[config.mk]
export PLATFORM = sky130hd
export DESIGN_NAME = dcc_top
export DESIGN_NICKNAME = d
export VERILOG_FILES = /design/src/rtl/dcc_pkg.sv /design/src/rtl/dcc_way_match.sv /design/src/rtl/dcc_lru.sv /design/src/rtl/dcc_miss_fifo.sv /design/src/rtl/dcc_top.sv
export SDC_FILE = /design/constraint.sdc
export NUM_CORES = 1
export LEC_CHECK = 0
export ABC_AREA = 1
export BUFFER_PORTS_ARGS = -buffer_cell sky130_fd_sc_hd__buf_4
export CELL_PAD_IN_SITES_DETAIL_PLACEMENT = 0
export CELL_PAD_IN_SITES_GLOBAL_PLACEMENT = 1
export CORE_MARGIN = 2
export CORE_UTILIZATION = 53
export DETAILED_ROUTE_END_ITERATION = 7
export HOLD_SLACK_MARGIN = 0.03
export MAX_ROUTING_LAYER = met4
export PLACE_DENSITY_LB_ADDON = 0.1
export SYNTH_ARGS = -nofsm -noshare
export SYNTH_HDL_FRONTEND = slang
export SYNTH_SLANG_ARGS = --single-unit
export TNS_END_PERCENT = 5
[constraint.sdc]
create_clock -name clk -period 12.84 [get_ports clk]
set_clock_uncertainty 0.05 [all_clocks]
set_input_delay 3.21 -clock clk [delete_from_list [all_inputs] [get_ports clk]]
set_output_delay 3.21 -clock clk [all_outputs]
set_load 0.005 [all_outputs]
[src/rtl/dcc_pkg.sv]
package dcc_pkg;
  typedef enum logic [1:0] {
    ST_HIT   = 2'd0,
    ST_MISS  = 2'd1,
    ST_RFAIL = 2'd2
  } dcc_status_e;

  typedef enum logic [1:0] {
    MQ_READ  = 2'd0,
    MQ_WRITE = 2'd1,
    MQ_WBACK = 2'd2
  } mq_kind_e;
endpackage

[src/rtl/dcc_way_match.sv]
module dcc_way_match #(
  parameter int TAG_W = 25,
  parameter int WAYS  = 4,
  localparam int WAY_W = $clog2(WAYS)
) (
  input  logic [WAYS-1:0][TAG_W-1:0] tags,
  input  logic [WAYS-1:0]            valid,
  input  logic [TAG_W-1:0]           probe,
  output logic                       hit,
  output logic [WAY_W-1:0]           way
);
  logic [WAYS-1:0] eq;

  generate
    for (genvar g = 0; g < WAYS; g++) begin : g_cmp
      assign eq[g] = valid[g] && (tags[g] == probe);
    end
  endgenerate

  always_comb begin
    hit = 1'b0;
    way = '0;
    for (int i = 0; i < WAYS; i++) begin
      if (eq[i] && !hit) begin
        hit = 1'b1;
        way = WAY_W'(i);
      end
    end
  end
endmodule

[src/rtl/dcc_lru.sv]
module dcc_lru #(
  parameter int WAYS = 4,
  localparam int WAY_W = $clog2(WAYS)
) (
  input  logic [WAYS-1:0][WAY_W-1:0] ages,
  input  logic [WAYS-1:0]            valid,
  input  logic [WAY_W-1:0]           touch_way,
  output logic [WAY_W-1:0]           victim,
  output logic [WAYS-1:0][WAY_W-1:0] ages_next
);
  localparam logic [WAY_W-1:0] OLDEST = WAY_W'(WAYS - 1);

  always_comb begin
    logic found;
    found  = 1'b0;
    victim = '0;
    for (int i = 0; i < WAYS; i++) begin
      if (!valid[i] && !found) begin
        victim = WAY_W'(i);
        found  = 1'b1;
      end
    end
    if (!found) begin
      for (int i = 0; i < WAYS; i++) begin
        if (ages[i] == OLDEST) victim = WAY_W'(i);
      end
    end
  end

  always_comb begin
    for (int i = 0; i < WAYS; i++) begin
      if (WAY_W'(i) == touch_way)
        ages_next[i] = '0;
      else if (ages[i] < ages[touch_way])
        ages_next[i] = ages[i] + 1'b1;
      else
        ages_next[i] = ages[i];
    end
  end
endmodule

[src/rtl/dcc_miss_fifo.sv]
module dcc_miss_fifo #(
  parameter int DEPTH = 4,
  parameter int W     = 42,
  localparam int PTR_W = $clog2(DEPTH),
  localparam int CNT_W = $clog2(DEPTH + 1)
) (
  input  logic             clk,
  input  logic             rst,
  input  logic             push0,
  input  logic [W-1:0]     din0,
  input  logic             push1,
  input  logic [W-1:0]     din1,
  input  logic             pop,
  output logic [W-1:0]     dout,
  output logic             not_empty,
  output logic [CNT_W-1:0] count
);
  logic [W-1:0]     mem [DEPTH];
  logic [PTR_W-1:0] wptr, rptr;

  function automatic logic [PTR_W-1:0] inc(input logic [PTR_W-1:0] p);
    return (p == PTR_W'(DEPTH - 1)) ? '0 : p + 1'b1;
  endfunction

  always_ff @(posedge clk) begin
    if (push0) mem[wptr] <= din0;
    if (push0 && push1) mem[inc(wptr)] <= din1;
  end

  always_ff @(posedge clk) begin
    if (rst) begin
      wptr  <= '0;
      rptr  <= '0;
      count <= '0;
    end else begin
      if (push0 && push1) wptr <= inc(inc(wptr));
      else if (push0)     wptr <= inc(wptr);
      if (pop) rptr <= inc(rptr);
      count <= count + CNT_W'(push0) + CNT_W'(push0 && push1) - CNT_W'(pop);
    end
  end

  assign dout      = mem[rptr];
  assign not_empty = (count != '0);
endmodule

[src/rtl/dcc_top.sv]
module dcc_top import dcc_pkg::*; #(
  parameter int ADDR_W     = 32,
  parameter int LINE_BYTES = 32,
  parameter int SETS       = 4,
  parameter int WAYS       = 4,
  parameter int MQ_DEPTH   = 4,
  parameter int SIZE_W     = 8
) (
  input  logic              clk,
  input  logic              rst,
  input  logic              req_valid,
  input  logic [ADDR_W-1:0] req_addr,
  input  logic              req_write,
  input  logic              req_local,
  input  logic [SIZE_W-1:0] req_size,
  output logic              rsp_valid,
  output logic [1:0]        rsp_status,
  output logic              evt_read_sent,
  output logic              evt_write_sent,
  output logic              evt_wback_sent,
  output logic              err_global_dirty,
  output logic              mq_valid,
  input  logic              mq_ready,
  output logic [ADDR_W-1:0] mq_addr,
  output logic [1:0]        mq_kind,
  output logic [SIZE_W-1:0] mq_size
);
  localparam int OFF_W = $clog2(LINE_BYTES);
  localparam int IDX_W = $clog2(SETS);
  localparam int TAG_W = ADDR_W - OFF_W - IDX_W;
  localparam int WAY_W = $clog2(WAYS);
  localparam int CNT_W = $clog2(MQ_DEPTH + 1);
  localparam int ENT_W = ADDR_W + 2 + SIZE_W;
  localparam logic [CNT_W:0]    DEPTH_X   = (CNT_W + 1)'(MQ_DEPTH);
  localparam logic [SIZE_W-1:0] LINE_SIZE = SIZE_W'(LINE_BYTES);

  // Tag state
  logic [WAYS-1:0][TAG_W-1:0] tag_q   [SETS];
  logic [WAYS-1:0]            vld_q   [SETS];
  logic [WAYS-1:0]            dirty_q [SETS];
  logic [WAYS-1:0][WAY_W-1:0] age_q   [SETS];

  logic [IDX_W-1:0]  s_idx;
  logic [TAG_W-1:0]  s_tag;
  logic [ADDR_W-1:0] line_addr;
  logic              hit;
  logic [WAY_W-1:0]  hit_way, victim, touch_way;
  logic [WAYS-1:0][WAY_W-1:0] ages_next;

  assign s_idx     = req_addr[OFF_W +: IDX_W];
  assign s_tag     = req_addr[ADDR_W-1 -: TAG_W];
  assign line_addr = {req_addr[ADDR_W-1:OFF_W], {OFF_W{1'b0}}};

  dcc_way_match #(.TAG_W(TAG_W), .WAYS(WAYS)) u_match (
    .tags  (tag_q[s_idx]),
    .valid (vld_q[s_idx]),
    .probe (s_tag),
    .hit   (hit),
    .way   (hit_way)
  );

  assign touch_way = hit ? hit_way : victim;

  dcc_lru #(.WAYS(WAYS)) u_lru (
    .ages      (age_q[s_idx]),
    .valid     (vld_q[s_idx]),
    .touch_way (touch_way),
    .victim    (victim),
    .ages_next (ages_next)
  );

  // Miss queue
  logic             push0, push1, mq_pop;
  logic [ENT_W-1:0] ent0, ent1, mq_ent;
  logic [CNT_W-1:0] mq_count;
  logic [CNT_W:0]   cnt_x;

  assign mq_pop = mq_valid && mq_ready;
  assign cnt_x  = {1'b0, mq_count};

  dcc_miss_fifo #(.DEPTH(MQ_DEPTH), .W(ENT_W)) u_mq (
    .clk       (clk),
    .rst       (rst),
    .push0     (push0),
    .din0      (ent0),
    .push1     (push1),
    .din1      (ent1),
    .pop       (mq_pop),
    .dout      (mq_ent),
    .not_empty (mq_valid),
    .count     (mq_count)
  );

  assign {mq_addr, mq_kind, mq_size} = mq_ent;

  // Policy decision
  dcc_status_e st_d;
  logic evr_d, evw_d, evwb_d, err_d;
  logic act_touch, act_dirty, act_inval, act_install;

  always_comb begin
    st_d        = ST_HIT;
    evr_d       = 1'b0;
    evw_d       = 1'b0;
    evwb_d      = 1'b0;
    err_d       = 1'b0;
    push0       = 1'b0;
    push1       = 1'b0;
    ent0        = {req_addr, MQ_WRITE, req_size};
    ent1        = {tag_q[s_idx][victim], s_idx, {OFF_W{1'b0}}, MQ_WBACK, LINE_SIZE};
    act_touch   = 1'b0;
    act_dirty   = 1'b0;
    act_inval   = 1'b0;
    act_install = 1'b0;
    if (req_valid) begin
      if (req_write) begin
        if (hit && !req_local) begin
          if (cnt_x >= DEPTH_X) begin
            st_d = ST_RFAIL;
          end else begin
            push0     = 1'b1;
            evw_d     = 1'b1;
            act_inval = 1'b1;
            err_d     = dirty_q[s_idx][hit_way];
          end
        end else if (hit) begin
          act_touch = 1'b1;
          act_dirty = 1'b1;
        end else if (cnt_x >= DEPTH_X) begin
          st_d = ST_RFAIL;
        end else begin
          st_d  = ST_MISS;
          push0 = 1'b1;
          evw_d = 1'b1;
        end
      end else begin
        if (hit) begin
          act_touch = 1'b1;
        end else if (cnt_x + 1'b1 >= DEPTH_X) begin
          st_d = ST_RFAIL;
        end else begin
          st_d        = ST_MISS;
          ent0        = {line_addr, MQ_READ, LINE_SIZE};
          push0       = 1'b1;
          evr_d       = 1'b1;
          act_touch   = 1'b1;
          act_install = 1'b1;
          if (vld_q[s_idx][victim] && dirty_q[s_idx][victim]) begin
            push1  = 1'b1;
            evwb_d = 1'b1;
          end
        end
      end
    end
  end

  // State update
  always_ff @(posedge clk) begin
    if (act_install) tag_q[s_idx][victim] <= s_tag;
  end

  always_ff @(posedge clk) begin
    if (rst) begin
      for (int s = 0; s < SETS; s++) begin
        vld_q[s]   <= '0;
        dirty_q[s] <= '0;
        for (int w = 0; w < WAYS; w++) age_q[s][w] <= WAY_W'(w);
      end
    end else begin
      if (act_touch) age_q[s_idx] <= ages_next;
      if (act_dirty) dirty_q[s_idx][hit_way] <= 1'b1;
      if (act_inval) vld_q[s_idx][hit_way] <= 1'b0;
      if (act_install) begin
        vld_q[s_idx][victim]   <= 1'b1;
        dirty_q[s_idx][victim] <= 1'b0;
      end
    end
  end

  // Registered response
  always_ff @(posedge clk) begin
    if (rst) begin
      rsp_valid        <= 1'b0;
      rsp_status       <= ST_HIT;
      evt_read_sent    <= 1'b0;
      evt_write_sent   <= 1'b0;
      evt_wback_sent   <= 1'b0;
      err_global_dirty <= 1'b0;
    end else begin
      rsp_valid        <= req_valid;
      rsp_status       <= st_d;
      evt_read_sent    <= evr_d;
      evt_write_sent   <= evw_d;
      evt_wback_sent   <= evwb_d;
      err_global_dirty <= err_d;
    end
  end
endmodule

==> results.toml <==
[sta]
slew_violations = 0
fin_crit_sh_pct = 73.6
timing_hold_violations_final = 0
setup_violations = 0
fin_tns_setup_ps = 0
rsz0062_at_grt = "no"
worst_slew_margin_rel_pct = 3.96
layout_min_cycle_time_ps = 9450
maxClockFrequency_mhz = 106
worst_pin_slew_ps = 1440

[pwr]
irDropWorstVdd_uv = 126
p_leak_nw = 14.7
int_pwr_mw = 4.00
p_seq_share_pct = 45.4
clkPwrFrac_pct = 35.9
combinational_fraction_of_design_power_pct = 18.7
power-per-cell-area_nw_per_um2 = 162
netSwitchingFraction_pct = 28.3
net-switching-power_mw = 1.58

[route]
drtPass1Iterations = 8
wl_per_cell_um = 22.7
route.detailed.vias_per_inst = 5.81
routed_wirelength_um = 95500
number_of_nets_still_failing_antenna_checks_after_routing = 0
via_count = 24500
drc = 0
drt_first_iter_violations = 2902

[layout]
area_growth_pct = 11.1
final_cell_area_um2 = 34400
fillCellCount = 4985
layout.area.seq_um2 = 18700
n_antenna_cell = 0
finalNetCount = 3466
final_layout_size_suffix_gt1_share_pct = 9.47
multiInputGateArea_um2 = 10500

[critical_path]
crit_required_ps = 13030
critical_path.startpoint_type = "input pin"
crit_buf_inv = 7
critical_path.cell_chain = "buf_4 -> buf_4 -> inv_4 -> buf_12 -> nand2_1 -> nor2_1 -> a21oi_1 -> nand3_1 -> nand2_1 -> nor2_1 -> nand3_1 -> nor2_1 -> nand2_1 -> nand2_4 -> nor2_8 -> nand2_8 -> nand2_2 -> nand2_2 -> nor2_4 -> buf_4 -> inv_2 -> nand2_1 -> buf_4"
timing.setup.critical_path_class = "input pin to flip-flop"
end_kind = "flip-flop"
critical_path.max_fanout = 103
critPathMaxStageDelay_ps = 640
cpMaxStageDelayCell = "sky130_fd_sc_hd__nand2_1"
cp_data_arrival_time_ps = 9640
crit_family = "buffers and inverters"

[place]
gp_congestion = 0.937
detailedPlacementHpwl_um = 60000
port_buffers = 95
placed_area_um2 = 32200

[synthesis]
synth_edf_count = 572
netlist_instances = 3360
synth_cell_types = 47
ys.flop_type = "sky130_fd_sc_hd__edfxtp_1"
seq_area_frac_synth_pct = 60.4
netlist_area_um2 = 31000
syn_area_per_cell_um2 = 9.22
yosys_register_bits = 648
synth.yosys.warnings = 0
number_of_nets_produced_by_synthesis = 3426
asyncSetResetFlopFracSynth_pct = 0

[cts]
root_buf_cell = "sky130_fd_sc_hd__clkbuf_16"
post_cts_setup_buffer_count = 0
numCtsBuffers = 71
insertion_delay_ps = 610
worst_setup_hold_path_clk_slew_ps = 60
cts_max_path_buffers = 3
tritoncts = "yes"
cts-htree-levels = 3
cts-hold-fix-buffers = 0
tritoncts_num_sinks = 648
cts_repair_resized_insts = 0

[min_path]
min-delay-path-class = "flip-flop to flip-flop"

[floorplanning]
start_util_pct = 53.7
die-width_um = 246
core-area_um2 = 57700
fp.dieH_um = 246
placementRows = 88
die_area_um2 = 60400
io_pins = 96

[flow_run]
timing.max_cap.violations = 0

[global_route]
first_global_vias = 23100
grt_max_degree = 104
grt_antenna_before_repair = 0
grt_first_pass_wirelength_um = 142000
grtUsageTotal_pct = 32.6
overflow = 0

[outcome]
run_status = "complete, no violations"
cells by family after synthesis:
| logic type | after synthesis | synth area share (%) |
|---|---|---|
| simple gates | 1794 | 23.0 |
| buf+inv | 438 | 6.09 |
| xor+xnor | 4 | 0.113 |
| fa+ha+maj | 20 | 0.856 |
| compound gates | 456 | 9.54 |
| flops | 648 | 60.4 |
synthesized netlist by cell type, types with 4 or more instances:
cell type | instances | area share (%)
sky130_fd_sc_hd__a211oi_1 | 13 | 0.32
sky130_fd_sc_hd__a211oi_2 | 39 | 1.6
sky130_fd_sc_hd__a21oi_1 | 52 | 0.84
sky130_fd_sc_hd__a221oi_1 | 31 | 0.88
sky130_fd_sc_hd__a22o_1 | 20 | 0.57
sky130_fd_sc_hd__a22oi_1 | 25 | 0.61
sky130_fd_sc_hd__and2_1 | 4 | 0.081
sky130_fd_sc_hd__buf_1 | 6 | 0.073
sky130_fd_sc_hd__buf_2 | 49 | 0.79
sky130_fd_sc_hd__buf_4 | 27 | 0.65
sky130_fd_sc_hd__buf_6 | 8 | 0.29
sky130_fd_sc_hd__clkbuf_1 | 70 | 0.85
sky130_fd_sc_hd__dfxtp_1 | 76 | 4.9
sky130_fd_sc_hd__edfxtp_1 | 572 | 55
sky130_fd_sc_hd__ha_1 | 18 | 0.73
sky130_fd_sc_hd__inv_1 | 261 | 3.2
sky130_fd_sc_hd__inv_2 | 10 | 0.12
sky130_fd_sc_hd__nand2_1 | 1281 | 16
sky130_fd_sc_hd__nand2_2 | 14 | 0.28
sky130_fd_sc_hd__nand3_1 | 148 | 2.4
sky130_fd_sc_hd__nand3b_1 | 4 | 0.097
sky130_fd_sc_hd__nand4_1 | 16 | 0.32
sky130_fd_sc_hd__nor2_1 | 311 | 3.8
sky130_fd_sc_hd__nor2_2 | 4 | 0.081
sky130_fd_sc_hd__o21ai_0 | 216 | 3.5
sky130_fd_sc_hd__o21ai_1 | 6 | 0.097
sky130_fd_sc_hd__o22ai_1 | 45 | 0.91
sky130_fd_sc_hd__xor2_1 | 4 | 0.11
power by group through the flow:
stage / sequential, mW / combinational (mW) / clock [mW]
after global placement: 2.57 / 1.01 / 0
after global routing: 2.55 / 1.15 / 2.11
final: 2.53 / 1.04 / 2.00
after CTS: 2.53 / 1.04 / 2.02
after floorplan: 2.55 / 0.630 / 0
after detailed placement: 2.58 / 1.03 / 0
worst min-delay path: stages, from the launching register on:
cell	delay, ps
sky130_fd_sc_hd__dfxtp_1	310
sky130_fd_sc_hd__nand2_1	60
sky130_fd_sc_hd__nand2_1	40
sequential cells by signal, summed over array words and instances, names as in the netlist, named ones only:
name              flops
vld_q                16
u_mq.wptr             2
evt_write_sent        1
tag_q               400
u_mq.count            3
evt_read_sent         1
rsp_valid             1
age_q                32
rsp_status            2
u_mq.rptr             2
dirty_q              16
err_global_dirty      1
evt_wback_sent        1
u_mq.mem            168
cells in the final DEF (no fill, tap or decap), types with 31 or more instances in the layout:
master and count:
sky130_fd_sc_hd__nand2_1 1280, sky130_fd_sc_hd__edfxtp_1 572, sky130_fd_sc_hd__nor2_1 294, sky130_fd_sc_hd__inv_1 259
sky130_fd_sc_hd__o21ai_0 216, sky130_fd_sc_hd__nand3_1 148, sky130_fd_sc_hd__buf_4 127, sky130_fd_sc_hd__dfxtp_1 75
sky130_fd_sc_hd__clkbuf_16 75, sky130_fd_sc_hd__a21oi_1 52, sky130_fd_sc_hd__o22ai_1 45, sky130_fd_sc_hd__a211oi_2 39
sky130_fd_sc_hd__a221oi_1 31
layout make-up:
class                   count  area share [%]
inverters                 277            3.05
clock buffers              95            5.73
flip-flops and latches    648            54.3
repair buffers            128            2.83
well taps                 765            2.78
multi-input cells        2274            30.5
clock inverters            31           0.800
metal layers:
layer | GRT usage, % | share of wire, %
met2 | 50.0 | 46
met4 | 12.9 | 3.9
met5 | - | 0
met1 | 43.8 | 40
met3 | 4.80 | 10
metrics by stage:
step / hold slack (ps) / util, % / std cells / power (mW) / setup WS [ps]
after detailed placement: 385 / 55.7 / 4092 / 3.61 / 2940
final: 405 / 59.6 / 4218 / 5.58 / 3390
after floorplan: 364 / - / 3360 / 3.18 / 5310
after global placement: 376 / 55.7 / 4092 / 3.58 / 3000
after global routing: 429 / 59.6 / 4218 / 5.80 / 3150
after CTS: 401 / 59.6 / 4218 / 5.59 / 3540
final timing paths:
check | from | to | slack, ps | cells past startpoint
worst max register to register | tag_q[1][10]$_DFFE_PP_ | u_mq.mem[3][25]$_DFFE_PP_ | 7610 | 23
worst min register to register | u_mq.mem[0][9]$_SDFFE_PP1P_ | u_mq.mem[0][9]$_SDFFE_PP1P_ | 400 | 2
worst max-delay path | req_addr[5] | u_mq.mem[3][25]$_DFFE_PP_ | 3390 | 23
worst min-delay path | u_mq.mem[0][9]$_SDFFE_PP1P_ | u_mq.mem[0][9]$_SDFFE_PP1P_ | 400 | 2
No activity file was read; power rests on OpenSTA's default activity.
